[src/rtl/mesh_egress_pkg.sv]
package mesh_egress_pkg;
  localparam int NUM_DIRS = 4;

  // Link indices; the output vectors are ordered by these values.
  typedef enum logic [1:0] {
    DIR_N = 2'd0,
    DIR_E = 2'd1,
    DIR_S = 2'd2,
    DIR_W = 2'd3
  } dir_e;
endpackage

[src/rtl/egress_merge.sv]
module egress_merge #(
  parameter int MSG_W = 8
) (
  input  logic             byp_valid,
  input  logic [MSG_W-1:0] byp_data,
  output logic             byp_ready,
  input  logic             loc_valid,
  input  logic [MSG_W-1:0] loc_data,
  output logic             loc_ready,
  output logic             sel_valid,
  output logic [MSG_W-1:0] sel_data,
  input  logic             sel_ready
);
  // Strict priority: pass-through traffic shields the fabric from injection.
  always_comb begin
    sel_valid = byp_valid | loc_valid;
    sel_data  = byp_valid ? byp_data : loc_data;
    byp_ready = sel_ready;
    loc_ready = sel_ready & ~byp_valid;
  end
endmodule

[src/rtl/route_decide.sv]
module route_decide
  import mesh_egress_pkg::*;
#(
  parameter int COL_W    = 2,
  parameter int ROW_W    = 2,
  parameter int NUM_ROWS = 3
) (
  input  logic [COL_W-1:0] my_col,
  input  logic [ROW_W-1:0] my_row,
  input  logic [COL_W-1:0] tgt_col,
  input  logic [ROW_W-1:0] tgt_row,
  output dir_e             dir
);
  localparam logic [ROW_W:0] HOST_ROW = (ROW_W+1)'(NUM_ROWS);

  logic to_host;
  assign to_host = {1'b0, tgt_row} >= HOST_ROW;

  always_comb begin
    if (to_host)                dir = DIR_S;
    else if (tgt_col > my_col)  dir = DIR_E;
    else if (tgt_col < my_col)  dir = DIR_W;
    else if (tgt_row < my_row)  dir = DIR_N;
    else                        dir = DIR_S; // further south, or self
  end
endmodule

[src/rtl/egress_slot.sv]
module egress_slot #(
  parameter int MSG_W = 8
) (
  input  logic             clk,
  input  logic             rst,
  input  logic             load,
  input  logic [MSG_W-1:0] load_data,
  output logic             free,
  output logic             out_valid,
  input  logic             out_ready,
  output logic [MSG_W-1:0] out_data
);
  assign free = ~out_valid | out_ready;

  always_ff @(posedge clk) begin
    if (rst) begin
      out_valid <= 1'b0;
    end else if (load) begin
      out_valid <= 1'b1;
    end else if (out_ready) begin
      out_valid <= 1'b0;
    end
  end

  always_ff @(posedge clk) begin
    if (load) out_data <= load_data;
  end
endmodule

[src/rtl/egress_router.sv]
module egress_router
  import mesh_egress_pkg::*;
#(
  parameter int COL_W     = 2,
  parameter int ROW_W     = 2,
  parameter int PAYLOAD_W = 4,
  parameter int NUM_ROWS  = 3,
  localparam int MSG_W    = ROW_W + COL_W + PAYLOAD_W
) (
  input  logic                               clk,
  input  logic                               rst,
  input  logic [COL_W-1:0]                   my_col,
  input  logic [ROW_W-1:0]                   my_row,
  input  logic                               byp_valid,
  output logic                               byp_ready,
  input  logic [MSG_W-1:0]                   byp_data,
  input  logic                               loc_valid,
  output logic                               loc_ready,
  input  logic [MSG_W-1:0]                   loc_data,
  output logic [NUM_DIRS-1:0]                out_valid,
  input  logic [NUM_DIRS-1:0]                out_ready,
  output logic [NUM_DIRS-1:0][MSG_W-1:0]     out_data
);
  localparam int COL_LSB = PAYLOAD_W;
  localparam int ROW_LSB = PAYLOAD_W + COL_W;

  logic             sel_valid;
  logic [MSG_W-1:0] sel_data;
  logic             sel_ready;
  dir_e             sel_dir;
  logic [NUM_DIRS-1:0] slot_free;
  logic [NUM_DIRS-1:0] slot_load;

  egress_merge #(.MSG_W(MSG_W)) u_merge (
    .byp_valid (byp_valid),
    .byp_data  (byp_data),
    .byp_ready (byp_ready),
    .loc_valid (loc_valid),
    .loc_data  (loc_data),
    .loc_ready (loc_ready),
    .sel_valid (sel_valid),
    .sel_data  (sel_data),
    .sel_ready (sel_ready)
  );

  route_decide #(
    .COL_W    (COL_W),
    .ROW_W    (ROW_W),
    .NUM_ROWS (NUM_ROWS)
  ) u_route (
    .my_col  (my_col),
    .my_row  (my_row),
    .tgt_col (sel_data[COL_LSB +: COL_W]),
    .tgt_row (sel_data[ROW_LSB +: ROW_W]),
    .dir     (sel_dir)
  );

  assign sel_ready = slot_free[sel_dir];

  for (genvar d = 0; d < NUM_DIRS; d++) begin : g_slot
    assign slot_load[d] = sel_valid & sel_ready & (sel_dir == dir_e'(d));

    egress_slot #(.MSG_W(MSG_W)) u_slot (
      .clk       (clk),
      .rst       (rst),
      .load      (slot_load[d]),
      .load_data (sel_data),
      .free      (slot_free[d]),
      .out_valid (out_valid[d]),
      .out_ready (out_ready[d]),
      .out_data  (out_data[d])
    );
  end
endmodule

[config.mk]
export PLATFORM = sky130hd
export DESIGN_NAME = egress_router
export DESIGN_NICKNAME = d
export VERILOG_FILES = /design/src/rtl/mesh_egress_pkg.sv /design/src/rtl/egress_merge.sv /design/src/rtl/route_decide.sv /design/src/rtl/egress_slot.sv /design/src/rtl/egress_router.sv
export SDC_FILE = /design/constraint.sdc
export NUM_CORES = 1
export LEC_CHECK = 0
export ABC_CLOCK_PERIOD_IN_PS = 6400
export BUFFER_PORTS_ARGS = -buffer_cell sky130_fd_sc_hd__clkbuf_2
export CAP_MARGIN = 10
export CORE_MARGIN = 8
export CORE_UTILIZATION = 50
export DETAILED_ROUTE_END_ITERATION = 10
export MAX_ROUTING_LAYER = met4
export PLACE_DENSITY = 0.84
export SLEW_MARGIN = 10
export SYNTH_ARGS = -nofsm -noshare
export SYNTH_HDL_FRONTEND = slang
export SYNTH_SLANG_ARGS = --single-unit
[constraint.sdc]
create_clock -name clk -period 6.4 [get_ports clk]
set_input_delay 1.6 -clock clk [delete_from_list [all_inputs] [get_ports clk]]
set_output_delay 1.6 -clock clk [all_outputs]
set_load 0.02 [all_outputs]
==> flow_metrics.env <==
export IMPL_gp_routability_congestion=1.00
export IMPL_dr_first_iter_drc_count=47
export IMPL_grt_first_pass_wirelength_microns=5400
export IMPL_synth_top_area_share_pct=63.6
export IMPL_nets=197
export IMPL_ys_top_cells_by_area="edfxtp_1, dfxtp_1, mux2_2"
export IMPL_syn_to_final_growth_pct=28.1
export IMPL_crit_arrival_ns=3.98
export IMPL_setup_viol=0
export IMPL_root_buffer="clkbuf_4"
export IMPL_num_fill_cells=226
export IMPL_post_route_min_period_ns=5.58
export IMPL_dieArea_sq_mm=0.00504
export IMPL_ctsHoldBuffers=0
export IMPL_diodes=0
export IMPL_postRouteAntennaNets=0
export IMPL_drive_gt1_share_pct=51.5
export IMPL_insertion_delay_ns=0.33
export IMPL_rsz0062_at_grt="no"
export IMPL_cts_tree="yes"
export IMPL_grt_max_degree=16
export IMPL_worstPathRequired_ns=4.80
export IMPL_vdd_drop_max_mv=0.152
export IMPL_grt_ovfl_total=0
export IMPL_post_cts_resized=0
export IMPL_fin_crit_sh_pct=87.1
export IMPL_num_vias=1035
export IMPL_synth_seq_cells=36
export IMPL_hold_class="reg -> reg"
export IMPL_finalHoldViolCount=0
export IMPL_synthCells=99
export IMPL_antenna_found_initial=0
export IMPL_ioPinCount=66
export IMPL_ys_warn_count=0
export IMPL_dieHeight_microns=71.0
export IMPL_io_buffers=65
export IMPL_wl_microns=3390
export IMPL_final_max_slew_violation_count=0
export IMPL_synth_edf_count=32
export IMPL_syn_nets=130
export IMPL_cts_path_max_buffers=2
export IMPL_maxCapViolations=0
export IMPL_p_per_area_mw_per_mm2=285
export IMPL_finalClockSkew_ns=0.00603
export IMPL_pre_cts_ws_ns=0.836
export IMPL_initial_core_util_pct=51.1
export IMPL_hold_slack_ns=0.582
export IMPL_synth_most_common_cell="edfxtp_1"
export IMPL_synth_commonest_cells="edfxtp_1, inv_1, mux2_2, nor2_1, nor2b_1"
export IMPL_grtUsageTotal_pct=14.4
export IMPL_drc=0
export IMPL_grt_pass1_vias=1185
export IMPL_firstDrtPassIters=4
export IMPL_synth_seq_area_share_pct=68.9
export IMPL_via_per_inst=5.18
export IMPL_avgSynthCellArea_sq_um=15.3
export IMPL_die_w_microns=71.0
export IMPL_p_leak_nw=0.833
export IMPL_fmaxAchievable_mhz=179
export IMPL_dp_hpwl_microns=2640
export IMPL_post_cts_buffers=0
export IMPL_setup_ws_ns=0.822
export IMPL_ys_types=28
export IMPL_ctsHtreeMaxLevel=2
export IMPL_yosys_area_top_type="edfxtp_1"
export IMPL_tightest_slew_ns=0.902
export IMPL_tns_ns=0
export IMPL_status="completed"
export IMPL_synthArstFlopShare_pct=0
export IMPL_rows=20
export IMPL_wire_per_inst_microns=16.9
export IMPL_clk_pin_slew_ns=0.10
export IMPL_critical_path_class="in -> out"
export IMPL_critPathLaunchType="primary input"
export IMPL_syn_area_sq_mm=0.00151
export IMPL_cp_max_fo=15
export IMPL_coreArea_sq_mm=0.00295
export IMPL_cts_sinks=36
export IMPL_synth_ff_type="edfxtp_1"
export IMPL_max_slew_margin_rel_pct=39.9
export IMPL_critPathCaptureType="primary output"
export IMPL_numCtsBuffers=5
[final cells by class]
cell class / count / area, sq um / share of cell area [%]
Sequential cell: 36 / 1040 / 53.8
Clock inverter: 2 / 35.0 / 1.81
Timing Repair Buffer: 65 / 325 / 16.8
Inverter: 6 / 22.5 / 1.16
Clock buffer: 6 / 41.3 / 2.13
Multi-Input combinational cell: 52 / 428 / 22.1
Tap cell: 33 / 41.3 / 2.13
[kinds of logic (layout without fill, tap and decap cells)]
family	Yosys count	count (layout)	share of synthesized area [%]
compound gates	14	14	7.29
buf+inv	11	79	3.73
fa+ha+maj	3	3	2.49
mux	11	11	8.45
flops	36	36	68.9
simple gates	24	24	9.11
[routing by layer]
layer  track usage [%]  vias to the layer above  wire length [microns]
met5                 -                        -                      0
met1              15.8                      458                   1520
met2              20.1                       67                   1430
met3              8.47                        7                    384
li1                  -                      503                      -
met4              7.39                        0                     50
[registers in the layout (all words and copies together) (netlist names)]
| name | count |
|---|---|
| g_slot.u_slot.out_valid | 4 |
| g_slot.u_slot.out_data | 32 |
[placed cells by master, fill, tap and decap left out, types with 2 or more instances in the layout]
cell / count
clkbuf_2: 65
nand2b_1: 3
dfxtp_1: 4
mux2i_1: 3
nor3_1: 2
edfxtp_1: 32
nand2_1: 3
mux2_4: 2
mux2_2: 6
inv_1: 6
o211ai_1: 2
nor2b_1: 5
ha_1: 3
nor2_1: 6
a21oi_1: 3
clkbuf_4: 5
o21ai_0: 3
[path summary, 6_finish.rpt]
| kind | from | endpoint | slack, ns | cells after the start |
|---|---|---|---|---|
| worst min-delay path | g_slot[2].u_slot.out_valid | g_slot[2].u_slot.out_valid | 0.58 | 2 |
| worst max register to register | g_slot[0].u_slot.out_valid | g_slot[1].u_slot.out_data[5] | 4.42 | 4 |
| worst min register to register | g_slot[2].u_slot.out_valid | g_slot[2].u_slot.out_valid | 0.58 | 2 |
| worst max-delay path | byp_valid | loc_ready | 0.82 | 9 |
[power breakdown]
group	switching [mW]	leakage [nW]	total, mW	internal (mW)
combinational	0.0715	0.461	0.109	0.0377
clock	0.0712	0.0422	0.153	0.0819
sequential	0.00581	0.330	0.288	0.282
total	0.149	0.833	0.550	0.402
[stage by stage]
| step | total power [mW] | std cells | util (%) | area (sq um) |
|---|---|---|---|---|
| 3_5_place_dp | 0.402 | 192 | 62.6 | 1850 |
| 4_1_cts | 0.554 | 200 | 65.2 | 1930 |
| 3_3_place_gp | 0.398 | 192 | 62.6 | 1850 |
| 6_report | 0.550 | 200 | 65.5 | 1930 |
| 5_1_grt | 0.574 | 200 | 65.5 | 1930 |
| 2_1_floorplan | 0.363 | 99 | - | 1510 |
[worst max-delay path: stages]
cell	delay (ns)
clkbuf_2	0.31
mux2_2	0.43
ha_1	0.30
nand2_1	0.14
o211ai_4	0.29
mux2_4	0.34
mux2_4	0.28
nor2_1	0.10
clkbuf_2	0.18
No activity file was read; power rests on OpenSTA's default activity.
